==> config.mk <==
export PLATFORM = sky130hd
export DESIGN_NAME = fetch_refbuf
export DESIGN_NICKNAME = d
export VERILOG_FILES = /design/src/rtl/fb_pkg.sv /design/src/rtl/fb_match.sv /design/src/rtl/fb_victim.sv /design/src/rtl/fb_alloc.sv /design/src/rtl/fetch_refbuf.sv
export SDC_FILE = /design/constraint.sdc
export NUM_CORES = 2
export LEC_CHECK = 0
export BUFFER_PORTS_ARGS = -buffer_cell sky130_fd_sc_hd__buf_2
export CAP_MARGIN = 10
export CORE_MARGIN = 2
export CORE_UTILIZATION = 40
export CTS_BUF_LIST = sky130_fd_sc_hd__clkbuf_16
export DETAILED_ROUTE_END_ITERATION = 16
export SKIP_CTS_REPAIR_TIMING = 1
export SYNTH_ARGS = -nofsm -noshare
export SYNTH_HDL_FRONTEND = slang
export SYNTH_SLANG_ARGS = --single-unit
==> constraint.sdc <==
create_clock -name clk -period 14.94 [get_ports clk]
set_clock_uncertainty 0.15 [all_clocks]
set_input_delay 2.988 -clock clk [delete_from_list [all_inputs] [get_ports clk]]
set_output_delay 2.988 -clock clk [all_outputs]
set_load 0.02 [all_outputs]
==> src/rtl/fb_pkg.sv <==
package fb_pkg;
  // Lifecycle of one storage slot.
  typedef enum logic [2:0] {
    SL_FREE,    // unused
    SL_WAIT,    // read issued, data not back
    SL_FILLED,  // data back, not yet taken into the buffered set
    SL_HELD,    // member of the buffered set
    SL_ORPHAN   // dropped while its read is outstanding
  } slot_st_e;
endpackage

==> src/rtl/fb_match.sv <==
module fb_match
  import fb_pkg::*;
#(
  parameter int NSLOT  = 8,
  parameter int ASID_W = 4,
  parameter int TAG_W  = 28,
  localparam int SLOT_W = $clog2(NSLOT)
) (
  input  slot_st_e              st_i    [NSLOT],
  input  logic [ASID_W-1:0]     asid_i  [NSLOT],
  input  logic [TAG_W-1:0]      tag_i   [NSLOT],
  input  logic [ASID_W-1:0]     key_asid_i,
  input  logic [TAG_W-1:0]      key_tag_i,
  output logic                  held_o,
  output logic                  pend_o,
  output logic [SLOT_W-1:0]     idx_o
);
  logic [NSLOT-1:0] eq;

  for (genvar g = 0; g < NSLOT; g++) begin : g_cmp
    assign eq[g] = (st_i[g] != SL_FREE) && (st_i[g] != SL_ORPHAN) &&
                   (asid_i[g] == key_asid_i) && (tag_i[g] == key_tag_i);
  end

  always_comb begin
    held_o = 1'b0;
    pend_o = 1'b0;
    idx_o  = '0;
    for (int i = 0; i < NSLOT; i++) begin
      if (eq[i]) begin
        idx_o = SLOT_W'(i);
        if (st_i[i] == SL_HELD) held_o = 1'b1;
        else                    pend_o = 1'b1;
      end
    end
  end
endmodule

==> src/rtl/fb_victim.sv <==
module fb_victim
  import fb_pkg::*;
#(
  parameter int NSLOT = 8,
  parameter int CNT_W = 3,
  localparam int SLOT_W = $clog2(NSLOT)
) (
  input  slot_st_e           st_i  [NSLOT],
  input  logic [CNT_W-1:0]   cnt_i [NSLOT],
  input  logic [SLOT_W-1:0]  age_i [NSLOT],
  output logic               found_o,
  output logic [SLOT_W-1:0]  idx_o
);
  // Oldest buffered slot that no outstanding request refers to.
  always_comb begin
    found_o = 1'b0;
    idx_o   = '0;
    for (int i = 0; i < NSLOT; i++) begin
      if (st_i[i] == SL_HELD && cnt_i[i] == '0 &&
          (!found_o || age_i[i] > age_i[idx_o])) begin
        found_o = 1'b1;
        idx_o   = SLOT_W'(i);
      end
    end
  end
endmodule

==> src/rtl/fb_alloc.sv <==
module fb_alloc
  import fb_pkg::*;
#(
  parameter int NSLOT = 8,
  localparam int SLOT_W = $clog2(NSLOT)
) (
  input  slot_st_e           st_i [NSLOT],
  output logic               found_o,
  output logic [SLOT_W-1:0]  idx_o
);
  always_comb begin
    found_o = 1'b0;
    idx_o   = '0;
    for (int i = NSLOT - 1; i >= 0; i--) begin
      if (st_i[i] == SL_FREE) begin
        found_o = 1'b1;
        idx_o   = SLOT_W'(i);
      end
    end
  end
endmodule

==> src/rtl/fetch_refbuf.sv <==
module fetch_refbuf
  import fb_pkg::*;
#(
  parameter int CAP        = 4,
  parameter int BLK_BYTES  = 16,
  parameter int INSN_BYTES = 4,
  parameter int ASID_W     = 4,
  parameter int ADDR_W     = 32,
  parameter int CNT_W      = 3,
  localparam int NSLOT  = 2 * CAP,
  localparam int SLOT_W = $clog2(NSLOT),
  localparam int OFF_W  = $clog2(BLK_BYTES),
  localparam int ISH    = $clog2(INSN_BYTES),
  localparam int TAG_W  = ADDR_W - OFF_W,
  localparam int BLK_W  = 8 * BLK_BYTES,
  localparam int INSN_W = 8 * INSN_BYTES,
  localparam int WSEL_W = OFF_W - ISH,
  localparam int LIVE_W = SLOT_W + 1
) (
  input  logic               clk,
  input  logic               rst_n,
  input  logic               flush_i,
  input  logic               port_blocked_i,
  input  logic               req_valid_i,
  input  logic [ASID_W-1:0]  req_asid_i,
  input  logic [ADDR_W-1:0]  req_addr_i,
  output logic               req_accept_o,
  input  logic               take_valid_i,
  input  logic [ASID_W-1:0]  take_asid_i,
  input  logic [ADDR_W-1:0]  take_addr_i,
  output logic               take_ready_o,
  output logic [INSN_W-1:0]  take_word_o,
  input  logic               sq_valid_i,
  input  logic [ASID_W-1:0]  sq_asid_i,
  input  logic [ADDR_W-1:0]  sq_addr_i,
  output logic               mem_req_valid_o,
  output logic [ADDR_W-1:0]  mem_req_addr_o,
  output logic [SLOT_W-1:0]  mem_req_slot_o,
  input  logic               mem_rsp_valid_i,
  input  logic [SLOT_W-1:0]  mem_rsp_slot_i,
  input  logic [BLK_W-1:0]   mem_rsp_data_i
);
  // ---- arithmetic helpers ----
  function automatic logic [TAG_W-1:0] tag_of(input logic [ADDR_W-1:0] a);
    return a[ADDR_W-1:OFF_W];
  endfunction

  // (byte address - block base) / instruction size
  function automatic logic [WSEL_W-1:0] word_sel(input logic [ADDR_W-1:0] a);
    return a[OFF_W-1:ISH];
  endfunction

  function automatic logic [INSN_W-1:0] pick_word(input logic [BLK_W-1:0] b,
                                                  input logic [WSEL_W-1:0] s);
    return b[s*INSN_W +: INSN_W];
  endfunction

  // ---- slot state ----
  slot_st_e           st_q   [NSLOT], st_d   [NSLOT];
  logic [ASID_W-1:0]  asid_q [NSLOT], asid_d [NSLOT];
  logic [TAG_W-1:0]   tag_q  [NSLOT], tag_d  [NSLOT];
  logic [CNT_W-1:0]   cnt_q  [NSLOT], cnt_d  [NSLOT];
  logic [SLOT_W-1:0]  age_q  [NSLOT], age_d  [NSLOT];
  logic [BLK_W-1:0]   data_q [NSLOT], data_d [NSLOT];

  // ---- operation select (one per cycle) ----
  logic op_sq, op_take, op_req;
  assign op_sq   = sq_valid_i & ~flush_i;
  assign op_take = take_valid_i & ~flush_i & ~sq_valid_i;
  assign op_req  = req_valid_i & ~flush_i & ~sq_valid_i & ~take_valid_i;

  logic [ASID_W-1:0] key_asid;
  logic [ADDR_W-1:0] key_addr;
  always_comb begin
    if (sq_valid_i)        begin key_asid = sq_asid_i;   key_addr = sq_addr_i;   end
    else if (take_valid_i) begin key_asid = take_asid_i; key_addr = take_addr_i; end
    else                   begin key_asid = req_asid_i;  key_addr = req_addr_i;  end
  end

  logic              hit_held, hit_pend;
  logic [SLOT_W-1:0] hit_idx;
  logic              vic_found, free_found;
  logic [SLOT_W-1:0] vic_idx, free_idx;

  fb_match #(.NSLOT(NSLOT), .ASID_W(ASID_W), .TAG_W(TAG_W)) u_match (
    .st_i(st_q), .asid_i(asid_q), .tag_i(tag_q),
    .key_asid_i(key_asid), .key_tag_i(tag_of(key_addr)),
    .held_o(hit_held), .pend_o(hit_pend), .idx_o(hit_idx)
  );

  fb_victim #(.NSLOT(NSLOT), .CNT_W(CNT_W)) u_victim (
    .st_i(st_q), .cnt_i(cnt_q), .age_i(age_q),
    .found_o(vic_found), .idx_o(vic_idx)
  );

  fb_alloc #(.NSLOT(NSLOT)) u_alloc (
    .st_i(st_q), .found_o(free_found), .idx_o(free_idx)
  );

  // ---- occupancy ----
  logic [LIVE_W-1:0] n_live, n_held, n_pend;
  always_comb begin
    n_live = '0;
    n_held = '0;
    n_pend = '0;
    for (int i = 0; i < NSLOT; i++) begin
      if (st_q[i] == SL_HELD) n_held = n_held + 1'b1;
      if (st_q[i] == SL_WAIT || st_q[i] == SL_FILLED) n_pend = n_pend + 1'b1;
      if (st_q[i] == SL_WAIT || st_q[i] == SL_FILLED || st_q[i] == SL_ORPHAN ||
          (st_q[i] == SL_HELD && cnt_q[i] != '0))
        n_live = n_live + 1'b1;
    end
  end

  // ---- named events ----
  logic cnt_room, cnt_nz, below_cap, full_set;
  logic ev_req_merge, ev_req_hit, ev_req_alloc;
  logic ev_take_held, ev_take_fill, ev_evict, ev_sq;

  assign cnt_room  = cnt_q[hit_idx] != {CNT_W{1'b1}};
  assign cnt_nz    = cnt_q[hit_idx] != '0;
  assign below_cap = n_live < LIVE_W'(CAP);
  assign full_set  = n_held >= LIVE_W'(CAP);

  assign ev_req_merge = op_req & ~port_blocked_i & hit_pend & cnt_room;
  assign ev_req_hit   = op_req & ~port_blocked_i & ~hit_pend & below_cap & hit_held & cnt_room;
  assign ev_req_alloc = op_req & ~port_blocked_i & ~hit_pend & below_cap & ~hit_held & free_found;

  assign ev_take_held = op_take & hit_held & cnt_nz;
  assign ev_take_fill = op_take & hit_pend & (st_q[hit_idx] == SL_FILLED) & cnt_nz &
                        (~full_set | vic_found);
  assign ev_evict     = ev_take_fill & full_set;
  assign ev_sq        = op_sq & (hit_held | hit_pend) & cnt_nz;

  assign req_accept_o    = ev_req_merge | ev_req_hit | ev_req_alloc;
  assign mem_req_valid_o = ev_req_alloc;
  assign mem_req_addr_o  = {tag_of(key_addr), {OFF_W{1'b0}}};
  assign mem_req_slot_o  = free_idx;
  assign take_ready_o    = ev_take_held | ev_take_fill;
  assign take_word_o     = pick_word(data_q[hit_idx], word_sel(key_addr));

  // ---- next state ----
  always_comb begin
    st_d = st_q; asid_d = asid_q; tag_d = tag_q;
    cnt_d = cnt_q; age_d = age_q; data_d = data_q;

    if (mem_rsp_valid_i) begin
      if (st_q[mem_rsp_slot_i] == SL_WAIT) begin
        st_d[mem_rsp_slot_i]   = SL_FILLED;
        data_d[mem_rsp_slot_i] = mem_rsp_data_i;
      end else if (st_q[mem_rsp_slot_i] == SL_ORPHAN) begin
        st_d[mem_rsp_slot_i] = SL_FREE;
      end
    end

    if (ev_sq) begin
      cnt_d[hit_idx] = cnt_q[hit_idx] - 1'b1;
      if (hit_pend && cnt_q[hit_idx] == CNT_W'(1))
        st_d[hit_idx] = (st_d[hit_idx] == SL_FILLED) ? SL_FREE : SL_ORPHAN;
    end

    if (ev_take_held) begin
      cnt_d[hit_idx] = cnt_q[hit_idx] - 1'b1;
      for (int j = 0; j < NSLOT; j++)
        if (st_q[j] == SL_HELD && age_q[j] < age_q[hit_idx])
          age_d[j] = age_q[j] + 1'b1;
      age_d[hit_idx] = '0;
    end

    if (ev_take_fill) begin
      cnt_d[hit_idx] = cnt_q[hit_idx] - 1'b1;
      st_d[hit_idx]  = SL_HELD;
      for (int j = 0; j < NSLOT; j++) begin
        if (st_q[j] == SL_HELD && !(ev_evict && SLOT_W'(j) == vic_idx)) begin
          if (ev_evict && age_q[j] > age_q[vic_idx]) age_d[j] = age_q[j];
          else                                        age_d[j] = age_q[j] + 1'b1;
        end
      end
      age_d[hit_idx] = '0;
      if (ev_evict) st_d[vic_idx] = SL_FREE;
    end

    if (ev_req_merge || ev_req_hit)
      cnt_d[hit_idx] = cnt_q[hit_idx] + 1'b1;

    if (ev_req_alloc) begin
      st_d[free_idx]   = SL_WAIT;
      asid_d[free_idx] = key_asid;
      tag_d[free_idx]  = tag_of(key_addr);
      cnt_d[free_idx]  = CNT_W'(1);
    end

    if (flush_i) begin
      for (int j = 0; j < NSLOT; j++) begin
        cnt_d[j] = '0;
        if (st_d[j] == SL_WAIT) st_d[j] = SL_ORPHAN;
        else if (st_d[j] == SL_HELD || st_d[j] == SL_FILLED) st_d[j] = SL_FREE;
      end
    end
  end

  always_ff @(posedge clk) begin
    if (!rst_n) begin
      for (int i = 0; i < NSLOT; i++) begin
        st_q[i]   <= SL_FREE;
        asid_q[i] <= '0;
        tag_q[i]  <= '0;
        cnt_q[i]  <= '0;
        age_q[i]  <= '0;
        data_q[i] <= '0;
      end
    end else begin
      st_q <= st_d; asid_q <= asid_d; tag_q <= tag_d;
      cnt_q <= cnt_d; age_q <= age_d; data_q <= data_d;
    end
  end

  // ---- assertions ----
  assert_blocked_refuse_R6: assert property (@(posedge clk) disable iff (!rst_n)
    port_blocked_i |-> (!req_accept_o && !mem_req_valid_o));

  assert_read_aligned_R2: assert property (@(posedge clk) disable iff (!rst_n)
    mem_req_valid_o |-> (req_accept_o && mem_req_addr_o[OFF_W-1:0] == '0));

  assert_live_bound_R4: assert property (@(posedge clk) disable iff (!rst_n)
    n_live <= LIVE_W'(CAP));

  assert_held_bound_R8: assert property (@(posedge clk) disable iff (!rst_n)
    n_held <= LIVE_W'(CAP));

  assert_flush_clears_R10: assert property (@(posedge clk) disable iff (!rst_n)
    flush_i |=> (n_held == '0 && n_pend == '0));

  assert_one_op_R11: assert property (@(posedge clk) disable iff (!rst_n)
    (flush_i || sq_valid_i || take_valid_i) |-> !req_accept_o);

  assert_rsp_slot_R2: assert property (@(posedge clk) disable iff (!rst_n)
    mem_rsp_valid_i |-> (st_q[mem_rsp_slot_i] == SL_WAIT ||
                         st_q[mem_rsp_slot_i] == SL_ORPHAN));
endmodule

==> results.toml <==
[status]
status = "finished, final reports clean"

[synth]
synth_top_family_by_area = "compound AO/OA/AOI/OAI gates"
synth_warnings = 0
synth-simple-area-share_pct = 22.8
ys_seq_area_share_pct = 38.8
synth_cell_types = 111
synth_compound_area_share_pct = 24.3
syn_area_um2 = 69800
ys_ff_latch = 1352
synth_edf_count = 0
synthAdderAreaFrac_pct = 1.51
avgSynthCellArea_um2 = 7.39
synth_mux_area_share_pct = 4.98
synthCells = 9446
synth_ff_type = "dfxtp_1"
synth_xor_area_share_pct = 1.28
async_flop_share_pct = 0

[grt]
grt_util_all_layers_pct = 36.7
antenna_found_initial = 67
grt_pass1_vias = 68900
grt_max_degree = 202
grt_pass1_wl_um = 487000
grt_overflow = 0

[timing]
fin_crit_sh_pct = 91.4
post-route-min-period_ns = 13.66
rsz0062_at_grt = "no"
setup_viol = 0
maxSlewViolCount = 0
worst_pin_slew_ns = 1.40
final.setup.tns_ns = 0
hold_violations = 0
slew_headroom_pct = 4.82
max_freq_mhz = 73.2

[clock_network]
clkLatencyLatePin_ns = 0.86
cts.sinks = 1352
cts_buffers = 155
clockRootBuffer = "clkbuf_16"
cts_tree = "built"
cts_buffer_depth = 3
htreeDepth = 4
clk_pin_slew_ns = 0.06

[critical_path]
crit_slowest_cell = "dfxtp_1"
r2r_slack_ns = 1.28
cp.required_ns = 15.51
cp_max_fo = 9
reg2reg_from = "st_q[19]"
r2r-end = "age_q[22]"
slowest_delay_ns = 0.58
endpoint_kind = "flip-flop"
worstSetupStartpointType = "flip-flop"
crit_arrival_ns = 14.23
r2r_cells = 66
critical_path_class = "flip-flop to flip-flop"

[floorplan]
die_y_um = 422
die_width_um = 422
io_pins = 317
dieArea_um2 = 178000
start_util_pct = 40.2
coreArea_um2 = 174000
rows = 153

[placement]
place_inst = 11600
io_buffers = 306
dp_hpwl_um = 220000
gp_congestion = 1.08

[cells_and_area]
area.growth.synth_to_final_pct = 13.2
num-fill-cells = 17400
drive_gt1_share_pct = 11.5
final_nets = 9782
multi_input_area_um2 = 38600
final-seq-area_um2 = 27100
stdcell_count = 11900

[worst_hold_path]
hold_path_end = "data_q[648]"
hold_class = "flip-flop to flip-flop"
hold_path_depth = 2
worstHoldStart = "data_q[648]"

[drt]
wl_per_cell_um = 28.5
ant_nets = 0
drc = 0
drt-total-wl_um = 340000
dr_total_vias = 74100
avgViaCountPerCell = 6.20
firstDrtPassIters = 7
drt-initial-drc-count = 10000

[flow_run]
maxCapViolCount = 0

[power_and_ir_drop]
ir_drop_mv = 0.123
p_leak_nw = 27.3
power.density_nw_per_um2 = 102
total_power_mw = 8.08
==> power by group <==
group | total, mW | switching [mW] | internal [mW] | leakage [nW]
Combinational | 0.771 | 0.576 | 0.195 | 13.9
Clock | 3.70 | 1.70 | 1.99 | 2.51
Sequential | 3.61 | 0.00320 | 3.61 | 10.9
Total | 8.08 | 2.28 | 5.80 | 27.3
==> worst max-delay path by stage <==
stage,from,cells past startpoint,slack [ns],end
after floorplan,age_q[22],73,1.56,age_q[22]
after global placement,st_q[19],65,1.09,age_q[22]
after detailed placement,st_q[19],65,1.17,age_q[22]
after CTS,st_q[19],65,1.05,age_q[22]
after global routing,st_q[22],67,0.08,age_q[4]
final,st_q[19],66,1.28,age_q[22]
==> metrics by stage <==
stage               setup slack [ns]  util [%]  hold WS, ns  cell area, µm²
detailed placement              1.17      42.7        0.295           74100
CTS                             1.05      45.5        0.303           79000
floorplan                       1.56         -        0.283           69900
finish                          1.28      45.5        0.302           79100
global placement                1.09      42.7        0.288           74100
global route                  0.0788      45.5        0.315           79000
==> worst max-delay path, delay by kind of cell, from the launching register on <==
kind                     cells  cell delay [ns]
multiplexers                 1             0.24
flip-flops                   1             0.58
adder cells (fa/ha/maj)      8             2.22
AO/OA/AOI/OAI               35             6.85
AND/OR/NAND/NOR             18             2.74
buffers and inverters        4             0.76
==> sequential cells by signal, indices dropped and copies added (netlist names) <==
register and cells:
age_q 24, asid_q 32, cnt_q 24, data_q 1024, st_q 24, tag_q 224
==> kinds of logic after synthesis <==
logic type / Yosys count
adder cells (fa/ha/maj): 86
buffers and inverters: 1003
flip-flops: 1352
other: 1
AND/OR/NAND/NOR: 3740
XOR/XNOR: 99
multiplexers: 325
AO/OA/AOI/OAI: 2840
==> area by class of cell <==
cell class                      instances  share of cell area, %
Clock buffer                          156                   4.94
Inverter                              153                  0.739
Clock inverter                        128                   1.24
Antenna cell                           31                 0.0981
Tap cell                             2325                   3.68
Multi-Input combinational cell       7094                   48.8
Timing Repair Buffer                  701                   6.26
Sequential cell                      1352                   34.2
==> metal layers <==
layer  up-vias  track usage, %  share of wire, %
met3      1134            9.09                11
met2      4561            55.8                43
met1     35500            46.6                39
met4        24            22.5               7.0
met5         -               0             0.045
li1      32800               -                 -
==> synth_stat cells, drive strengths merged (57+ instances only) <==
cell | n | area share [%]
nor2 | 510 | 2.8
buf | 243 | 2.3
a21oi | 1578 | 11
inv | 145 | 0.78
xnor2 | 81 | 1.0
nand2 | 2501 | 13
mux2 | 57 | 0.94
nand4 | 68 | 0.61
a211oi | 126 | 1.4
nand2b | 75 | 0.67
o22ai | 88 | 0.79
dfxtp | 1352 | 39
o21ai | 413 | 3.0
nand3 | 143 | 1.0
nor3 | 57 | 0.42
mux2i | 262 | 3.8
ha | 78 | 1.4
nor2b | 79 | 0.71
nor4 | 65 | 0.62
clkbuf | 607 | 3.3
a22o | 84 | 1.1
a221oi | 69 | 0.87
==> layout by cell type, fill, tap and decap left out, drive strengths merged, types with 36 or more instances in the layout <==
cell | netlist | routed
mux2 | 57 | 57
nand2 | 2501 | 2501
o21ai | 413 | 413
xnor2 | 81 | 81
nor3 | 57 | 57
nand4 | 68 | 68
mux2i | 262 | 262
a22oi | 55 | 55
clkinv | 8 | 78
a221oi | 69 | 69
dfxtp | 1352 | 1352
inv | 145 | 193
nand2b | 75 | 75
nand3 | 143 | 143
nor4 | 65 | 65
or3 | 36 | 36
a22o | 84 | 84
o22ai | 88 | 88
a211oi | 126 | 126
clkbuf | 607 | 156
buf | 243 | 701
ha | 78 | 78
or4 | 42 | 42
nor2 | 510 | 510
nor2b | 79 | 79
a21oi | 1578 | 1578
o211ai | 46 | 46
Power figures use the tool's default switching activity.
